--- src/rtl/bkpt_pkg.sv ---
package bkpt_pkg;
  localparam int NCH = 2;

  typedef enum logic [1:0] {SZ_BYTE = 2'd0, SZ_WORD = 2'd1, SZ_LONG = 2'd2} bus_size_e;

  // condition fields above the ASID byte of a control word
  typedef struct packed {
    logic       armed;
    logic       den;
    logic [1:0] size_c;
    logic [1:0] dir_c;
    logic [1:0] kind_c;
    logic [1:0] mask_c;
  } cond_ctl_t;

  localparam int CTL_W    = $bits(cond_ctl_t);
  localparam int SEL_DVAL = 4;
  localparam int SEL_DMSK = 5;
  localparam int SEL_STAT = 6;
endpackage

--- src/rtl/bkpt_cond_regs.sv ---
module bkpt_cond_regs
  import bkpt_pkg::*;
#(
  parameter int ADDR_W = 32,
  parameter int DATA_W = 32,
  parameter int ASID_W = 8,
  parameter int SEL_W  = 3
) (
  input  logic              clk,
  input  logic              rst,
  input  logic              cfg_we,
  input  logic [SEL_W-1:0]  cfg_sel,
  input  logic [DATA_W-1:0] cfg_wdata,
  output logic [ADDR_W-1:0] t_addr [NCH],
  output logic [ASID_W-1:0] t_asid [NCH],
  output cond_ctl_t         t_ctl  [NCH],
  output logic [DATA_W-1:0] t_dval,
  output logic [DATA_W-1:0] t_dmask
);
  always_ff @(posedge clk) begin
    if (rst) begin
      for (int c = 0; c < NCH; c++) begin
        t_addr[c] <= '0;
        t_asid[c] <= '0;
        t_ctl[c]  <= '0;
      end
      t_dval  <= '0;
      t_dmask <= '0;
    end else if (cfg_we) begin
      for (int c = 0; c < NCH; c++) begin
        if (cfg_sel == SEL_W'(2 * c))
          t_addr[c] <= cfg_wdata[ADDR_W-1:0];
        if (cfg_sel == SEL_W'(2 * c + 1)) begin
          t_asid[c] <= cfg_wdata[ASID_W-1:0];
          t_ctl[c]  <= cfg_wdata[ASID_W +: CTL_W];
        end
      end
      if (cfg_sel == SEL_W'(SEL_DVAL)) t_dval  <= cfg_wdata;
      if (cfg_sel == SEL_W'(SEL_DMSK)) t_dmask <= cfg_wdata;
    end
  end
endmodule

--- src/rtl/bkpt_chan_cmp.sv ---
module bkpt_chan_cmp
  import bkpt_pkg::*;
#(
  parameter int ADDR_W   = 32,
  parameter int DATA_W   = 32,
  parameter int ASID_W   = 8,
  parameter bit HAS_DATA = 1'b0
) (
  input  logic [ADDR_W-1:0] bus_addr,
  input  logic [ASID_W-1:0] bus_asid,
  input  logic              bus_is_fetch,
  input  logic              bus_is_write,
  input  logic [1:0]        bus_size,
  input  logic [DATA_W-1:0] bus_data,
  input  logic [ADDR_W-1:0] t_addr,
  input  logic [ASID_W-1:0] t_asid,
  input  cond_ctl_t         t_ctl,
  input  logic [DATA_W-1:0] t_dval,
  input  logic [DATA_W-1:0] t_dmask,
  output logic              match
);
  localparam logic [ADDR_W-1:0] KEEP_ALL = '1;
  localparam logic [ADDR_W-1:0] DROP10   = KEEP_ALL << 10;
  localparam logic [ADDR_W-1:0] DROP12   = KEEP_ALL << 12;
  localparam logic [ADDR_W-1:0] DROP2    = KEEP_ALL << 2;

  logic [ADDR_W-1:0] amask;
  logic asid_ok, kind_ok, dir_ok, size_ok, addr_ok, data_ok, eff_wr;

  always_comb begin
    unique case (t_ctl.mask_c)
      2'd0:    amask = KEEP_ALL;
      2'd1:    amask = DROP10;
      2'd2:    amask = DROP12;
      default: amask = '0;
    endcase
    // size left out: a longword covering the target matches
    if (t_ctl.size_c == 2'd0 && bus_size == SZ_LONG)
      amask = amask & DROP2;
  end

  assign eff_wr  = bus_is_write & ~bus_is_fetch;
  assign asid_ok = (bus_asid == t_asid);
  assign addr_ok = ((bus_addr ^ t_addr) & amask) == '0;
  assign size_ok = (t_ctl.size_c == 2'd0) || (bus_size == t_ctl.size_c - 2'd1);

  always_comb begin
    unique case (t_ctl.kind_c)
      2'd0:    kind_ok = 1'b1;
      2'd1:    kind_ok = bus_is_fetch;
      2'd2:    kind_ok = ~bus_is_fetch;
      default: kind_ok = 1'b0;
    endcase
    unique case (t_ctl.dir_c)
      2'd0:    dir_ok = 1'b1;
      2'd1:    dir_ok = ~eff_wr;
      2'd2:    dir_ok = eff_wr;
      default: dir_ok = 1'b0;
    endcase
  end

  generate
    if (HAS_DATA) begin : g_data
      logic [DATA_W-1:0] wmask;
      always_comb begin
        unique case (bus_size)
          SZ_BYTE: wmask = DATA_W'(8'hFF);
          SZ_WORD: wmask = DATA_W'(16'hFFFF);
          default: wmask = '1;
        endcase
      end
      assign data_ok = ~t_ctl.den | (((bus_data ^ t_dval) & ~t_dmask & wmask) == '0);
    end else begin : g_nodata
      assign data_ok = 1'b1;
    end
  endgenerate

  assign match = t_ctl.armed & asid_ok & kind_ok & dir_ok & size_ok & addr_ok & data_ok;
endmodule

--- src/rtl/bkpt_match_unit.sv ---
module bkpt_match_unit
  import bkpt_pkg::*;
#(
  parameter int ADDR_W = 32,
  parameter int DATA_W = 32,
  parameter int ASID_W = 8,
  parameter int SEL_W  = 3
) (
  input  logic              clk,
  input  logic              rst,
  input  logic              bus_valid,
  input  logic [ADDR_W-1:0] bus_addr,
  input  logic [ASID_W-1:0] bus_asid,
  input  logic              bus_is_fetch,
  input  logic              bus_is_write,
  input  logic [1:0]        bus_size,
  input  logic [DATA_W-1:0] bus_data,
  input  logic              cfg_we,
  input  logic [SEL_W-1:0]  cfg_sel,
  input  logic [DATA_W-1:0] cfg_wdata,
  output logic              hit_a,
  output logic              hit_b,
  output logic              brk_req,
  output logic              sticky_a,
  output logic              sticky_b
);
  logic [ADDR_W-1:0] t_addr [NCH];
  logic [ASID_W-1:0] t_asid [NCH];
  cond_ctl_t         t_ctl  [NCH];
  logic [DATA_W-1:0] t_dval, t_dmask;
  logic [NCH-1:0]    match, hit_q, sticky_q, clr;

  bkpt_cond_regs #(.ADDR_W(ADDR_W), .DATA_W(DATA_W), .ASID_W(ASID_W), .SEL_W(SEL_W)) u_regs (
    .clk(clk), .rst(rst), .cfg_we(cfg_we), .cfg_sel(cfg_sel), .cfg_wdata(cfg_wdata),
    .t_addr(t_addr), .t_asid(t_asid), .t_ctl(t_ctl), .t_dval(t_dval), .t_dmask(t_dmask)
  );

  generate
    for (genvar c = 0; c < NCH; c++) begin : g_ch
      bkpt_chan_cmp #(
        .ADDR_W(ADDR_W), .DATA_W(DATA_W), .ASID_W(ASID_W), .HAS_DATA(c == NCH - 1)
      ) u_cmp (
        .bus_addr(bus_addr), .bus_asid(bus_asid), .bus_is_fetch(bus_is_fetch),
        .bus_is_write(bus_is_write), .bus_size(bus_size), .bus_data(bus_data),
        .t_addr(t_addr[c]), .t_asid(t_asid[c]), .t_ctl(t_ctl[c]),
        .t_dval(t_dval), .t_dmask(t_dmask), .match(match[c])
      );
      assign clr[c] = cfg_we && (cfg_sel == SEL_W'(SEL_STAT)) && !cfg_wdata[c];
    end
  endgenerate

  always_ff @(posedge clk) begin
    if (rst) begin
      hit_q    <= '0;
      sticky_q <= '0;
      brk_req  <= 1'b0;
    end else begin
      hit_q    <= bus_valid ? match : '0;
      brk_req  <= bus_valid && (match != '0);
      sticky_q <= (sticky_q & ~clr) | (bus_valid ? match : '0);
    end
  end

  assign hit_a    = hit_q[0];
  assign hit_b    = hit_q[1];
  assign sticky_a = sticky_q[0];
  assign sticky_b = sticky_q[1];
endmodule

--- config.mk ---
export PLATFORM = sky130hd
export DESIGN_NAME = bkpt_match_unit
export DESIGN_NICKNAME = d
export VERILOG_FILES = /design/src/rtl/bkpt_pkg.sv /design/src/rtl/bkpt_cond_regs.sv /design/src/rtl/bkpt_chan_cmp.sv /design/src/rtl/bkpt_match_unit.sv
export SDC_FILE = /design/constraint.sdc
export NUM_CORES = 1
export LEC_CHECK = 0
export ABC_CLOCK_PERIOD_IN_PS = 1540
export CORE_MARGIN = 2
export CORE_UTILIZATION = 40
export CTS_BUF_LIST = sky130_fd_sc_hd__clkbuf_4 sky130_fd_sc_hd__clkbuf_8
export DETAILED_ROUTE_END_ITERATION = 6
export GPL_TIMING_DRIVEN = 0
export PLACE_DENSITY = 0.62
export SETUP_SLACK_MARGIN = 0.1
export SYNTH_ARGS = -nofsm -noshare
export SYNTH_HDL_FRONTEND = slang
export SYNTH_SLANG_ARGS = --single-unit
--- constraint.sdc ---
create_clock -name clk -period 1.54 [get_ports clk]
set_input_delay 0.308 -clock clk [delete_from_list [all_inputs] [get_ports clk]]
set_output_delay 0.308 -clock clk [all_outputs]
set_load 0.05 [all_outputs]
Word level (Yosys, flattened, before mapping)
Cells that the tools add are included.
{ "word_totals": {"regBits": 168, "latchBits": 0, "ramBits": 0, "mem_bits_ro": 0, "output_inout_bits": 5, "memories": 0} }
{ "op_classes": {"add_sub_neg": 2, "mul": 0, "div_mod_pow": 0, "magnitude_cmp": 0, "eq_ne": 24, "shifts": 0, "mux": 10, "bitwise": 27, "n_reduce_logical": 30} }
{ "op_table": {"columns": ["op", "n"], "rows": [
  ["$pmux W32 S3", 2],
  ["$and A32 B32 Y32", 4],
  ["$logic_not A32 Y1", 3],
  ["$xor A32 B32 Y32", 3],
  ["$pmux W32 S2", 1],
  ["$not A32 Y32", 1],
  ["$logic_not A2 Y1", 9],
  ["$eq A8 B8 Y1", 2],
  ["$eq A2 B1 Y1 const B", 7],
  ["$eq A2 B2 Y1 const B", 7],
  ["$and A1 B1 Y1", 12],
  ["$pmux W1 S3", 4],
  ["$reduce_and A2 Y1", 6],
  ["$eq A3 B3 Y1 const B", 3],
  ["$eq A3 B2 Y1 const B", 2],
  ["$logic_and A1 B1 Y1", 6],
  ["$mux W2", 3],
  ["$eq A2 B2 Y1", 2],
  ["$sub A2 B1 Y2 const B", 2],
  ["$eq A3 B1 Y1 const B", 1],
  ["$logic_not A3 Y1", 1],
  ["$not A1 Y1", 3],
  ["$and A2 B2 Y2", 1],
  ["$logic_not A1 Y1", 2],
  ["5 further kinds", 6]
]} }

Depth between registers and ports, before layout
{ "logic_depth": {"ltp_word": 10, "depth_mapped": 7, "depth_no_buf": 7} }

Hierarchy
Synthesis repeated with hierarchy kept, for this count alone.
{ "unflattened": {"cells_unflattened": 783, "area_unflattened_um2": 8130.3} }
{ "by_module_without_submodules": {"columns": ["module", "n_inst", "cells_per_inst", "area_per_inst_um2", "seq_area_each_um2"], "rows": [
  ["bkpt_cond_regs", 1, 571, 6406.1, 3283.1],
  ["bkpt_chan_cmp at g_ch[1].u_cmp", 1, 124, 983.4, 0.0],
  ["bkpt_chan_cmp at g_ch[0].u_cmp", 1, 71, 551.8, 0.0],
  ["bkpt_match_unit", 1, 17, 188.9, 100.1]
]} }

Worst setup path before layout
OpenSTA, ideal clock, no wires.
{ "synth_path": {"path_type": "flip-flop to flip-flop", "start": "register u_regs.t_addr[19] (netlist bit)", "end": "register sticky_q[1]", "arrival_ns": 1.434, "path_slack_ns": 0.037, "stages_incl_launch_ff": 7, "path_cell_list": "dfxtp_1 -> xor2_1 -> nor4_2 -> nand4_1 -> nor4_2 -> o221ai_2 -> o21ai_1"} }
{ "synth_between": {"elab_chain_len": 7} }
{ "synth_lines": {"columns": ["element", "line_no", "source"], "rows": [
  ["start: declaration", "bkpt_cond_regs.sv:14", "output logic [ADDR_W-1:0] t_addr [NCH],"],
  ["start signal: indexed assignment", "bkpt_cond_regs.sv:32", "t_addr[c] <= cfg_wdata[ADDR_W-1:0];"],
  ["$xor A32 B32 Y32", "bkpt_chan_cmp.sv:44", "assign addr_ok = ((bus_addr ^ t_addr) & amask) == '0;"],
  ["$and A32 B32 Y32", "bkpt_chan_cmp.sv:44", null],
  ["$logic_not A32 Y1", "bkpt_chan_cmp.sv:44", null],
  ["$and A1 B1 Y1 (2 in series)", "bkpt_chan_cmp.sv:78", "assign match = t_ctl.armed & asid_ok & kind_ok & dir_ok & size_ok & addr_ok & data_ok;"],
  ["$mux W2", "bkpt_match_unit.sv:60", "sticky_q <= (sticky_q & ~clr) | (bus_valid ? match : '0);"],
  ["$or A2 B2 Y2", "bkpt_match_unit.sv:60", null],
  ["end signal: assignment", "bkpt_match_unit.sv:60", null],
  ["end: declaration", "bkpt_match_unit.sv:31", "logic [NCH-1:0] match, hit_q, sticky_q, clr;"]
]} }
No other way between the ends.
A chain may end at the register's enable or synchronous reset.

Worst setup path after layout
{ "layout_path": {"start": "input bus_addr[27]", "end": "register sticky_q[1]"} }
{ "layout_between": {"elab_chain_len": 7} }
{ "layout_lines": {"columns": ["element", "line_no", "source"], "rows": [
  ["start: declaration", "bkpt_match_unit.sv:12", "input logic [ADDR_W-1:0] bus_addr,"],
  ["$xor A32 B32 Y32", "bkpt_chan_cmp.sv:44", null],
  ["$and A32 B32 Y32", "bkpt_chan_cmp.sv:44", null],
  ["$logic_not A32 Y1", "bkpt_chan_cmp.sv:44", null],
  ["$and A1 B1 Y1 (2 in series)", "bkpt_chan_cmp.sv:78", null],
  ["$mux W2", "bkpt_match_unit.sv:60", null],
  ["$or A2 B2 Y2", "bkpt_match_unit.sv:60", null]
]} }
No other way between the ends.

==> out/metrics.yaml <==
end_kind: "flop"
status: "complete, but fails checks"
violations: "negative setup slack"
drv_slew: 0
fp.dieW_um: 139.2
min_path_type: "input pin to flop"
rsz0062_at_grt: "yes"
worstPathArrival_ns: 2.21
layout-drive-gt1-share: 0.1081
cts_tree: "done"
critical_path.max_fanout: 3
first_pass_iters: 7
synth_async_sr_flop_share: 0
wl_per_cell_um: 16.86
wl_mm: 22.11
vias: 6662
holdBufCountCts: 0
final_common_cell: "nand2_1"
cts_buffer_depth: 2
place.gp.congestion: 0.8782
crit_required_ns: 1.94
setup_viol_count_final: 5
core_sq_um: 17960
grt_pass1_wl_mm: 34.19
tightest_slew_ns: 0.5175
min_period_over_period: 1.176
die_area_sq_um: 19390
clock-root-buffer: "clkbuf_8"
finalHoldViolations: 0
fill_cells: 1769
clk_latency_ns: 0.47
grt_usage: 0.2293
mostFrequentLayoutCells: "329 x nand2_1, 165 x a21oi_1, 157 x dfxtp_1, 102 x clkdlybuf4s50_1, 61 x xnor2_1"
numCtsBuffers: 17
die-height_um: 139.2
insertedDiodeCount: 0
maxCapViolations: 0
antenna_found_initial: 0
gr-total-overflow: 0
synthFlopType: "dfxtp_1"
fmax_mhz: 552.1
layout_min_cycle_time_ns: 1.811
critPathKind: "input pin to flop"
path_clk_slew_ns: 0.09
yosys_warnings: 0
pre_cts_ws_ns: -0.9842
drc_errors: 0
grt_pass1_vias: 6312
io_pins: 120
power_density_nw_per_um2: 943.7
htreeDepth: 4
io_buffers: 117
slew_headroom: 0.6550
synth-seq-area-share: 0.4597
synth_cell_types: 34
grt_max_degree: 19
initial_core_util: 0.4073
syn-cell-area_sq_um: 7316
regArea_sq_um: 3377
multi_input_area_sq_um: 3880
synth.avg_cell_area_sq_um: 7.858
worst_hold_slack_ns: 0.2872
startpoint_type: "input pin"
viasPerCell: 5.082
synth_seq_cells: 168
vdd_drop_max_mv: 0.5485
drtAntennaViolNets: 0
synth_fp_nets: 1048
worst_clock_skew_ns: 0.01212
drt_iter0_markers: 472
syn_to_final_growth_pct: 28.31
row_count: 49
nNetsFinal: 1186
place_hpwl_mm: 16.32
synth-edff-count: 0
p_leak_nw: 3.255
cts_sinks: 168
postSynthCellCount: 931
setup_slack_ns: -0.2714
## metrics by stage
stage / instance area [sq um] / TNS [ns] / total power [mW] / instances / util
final: 9387 / -0.8936 / 8.858 / 1311 / 0.5225
after global routing: 9387 / -1.089 / 9.218 / 1311 / 0.5225
after detailed placement: 8773 / -116.99 / 5.615 / 1277 / 0.4884
after global placement: 8773 / -116.01 / 5.612 / 1277 / 0.4884
after floorplan: 7316 / 0 / 5.025 / 931 / -
after CTS: 9308 / -0.6672 / 8.909 / 1310 / 0.5181
## cell usage after synthesis, types with 2 or more instances
cell type | count | share of area
mux2i_1 | 3 | 0.0041
o21ai_0 | 6 | 0.0041
o21a_1 | 2 | 0.0021
nor3_1 | 3 | 0.0021
nor4_2 | 5 | 0.0086
nor2b_1 | 7 | 0.0060
and3_1 | 2 | 0.0017
xnor2_1 | 66 | 0.079
nor2_1 | 10 | 0.0051
xor2_1 | 50 | 0.060
inv_1 | 4 | 0.0021
o22ai_1 | 17 | 0.015
nand2b_1 | 3 | 0.0026
buf_2 | 6 | 0.0041
nand2_1 | 331 | 0.17
nor4_1 | 10 | 0.0086
nand4_1 | 11 | 0.0094
ha_1 | 2 | 0.0034
nand3_1 | 4 | 0.0027
a21oi_1 | 165 | 0.11
dfxtp_1 | 168 | 0.46
clkbuf_1 | 44 | 0.023
## layer usage
layer,global-route usage,share of wire,vias to the layer above
met5,0,0,-
met1,0.3131,0.46,3094
met3,0.04714,0.057,26
met4,0.07230,0.017,0
li1,-,-,3345
met2,0.3653,0.47,197
## cell families (layout without fill, tap and decap cells)
kind of cell | count (synthesis) | in the layout | synth area share
xor gates and xnor gates | 116 | 116 | 0.1389
adders and majority gates | 2 | 2 | 0.003420
muxes | 4 | 4 | 0.005644
and+or+nand+nor | 388 | 388 | 0.2203
AOI/OAI and AO/OA | 198 | 198 | 0.1428
buffers and inverters | 55 | 206 | 0.02925
DFF | 168 | 168 | 0.4597
## registers in the layout (all words and copies together) (netlist names)
signal          count
u_regs.t_dmask     32
sticky_q            2
hit_q               2
u_regs.t_asid      16
u_regs.t_dval      32
brk_req             1
u_regs.t_ctl       19
u_regs.t_addr      64
## cell type report
class                   count  area share
multi-input cells         708      0.4134
flip-flops and latches    168      0.3598
repair buffers            120      0.1241
well taps                 229     0.03053
clock buffers              20     0.02799
plain buffers              50     0.02653
clock inverters            12     0.01613
inverters                   4    0.001600
## report_power, final
group	switching (mW)	total (mW)	internal, mW
combinational	0.562	1.06	0.500
sequential	0.0571	4.49	4.43
clock	1.64	3.31	1.67
total	2.25	8.86	6.60
## critical path: stages
cell             delay [ns]
clkdlybuf4s50_1        0.50
xor2_1                 0.20
nor4_2                 0.29
nand4_1                0.27
nor4_2                 0.25
o221ai_2               0.22
o21ai_1                0.17
## worst paths after layout
path                                                startpoint                        endpoint  slack [ns]  cells past startpoint
worst max-delay path                              bus_addr[27]          sticky_q[1]$_SDFF_PP0_       -0.27                      7
worst min-delay path                                    cfg_we          sticky_q[0]$_SDFF_PP0_        0.29                      4
worst max register to register  u_regs.t_addr[31]$_SDFFE_PP0P_          sticky_q[1]$_SDFF_PP0_       -0.23                      6
worst min register to register  u_regs.t_dmask[6]$_SDFFE_PP0P_  u_regs.t_dmask[6]$_SDFFE_PP0P_        0.46                      2
## timing repair
item | 4_1_cts | 5_1_grt
setup endpoints to repair | 173 | 143
setup buffers | 2 | 1
gates resized for setup | 79 | 52
pin swaps | 10 | 8
Note: power is estimated with default switching activity, not from simulation.
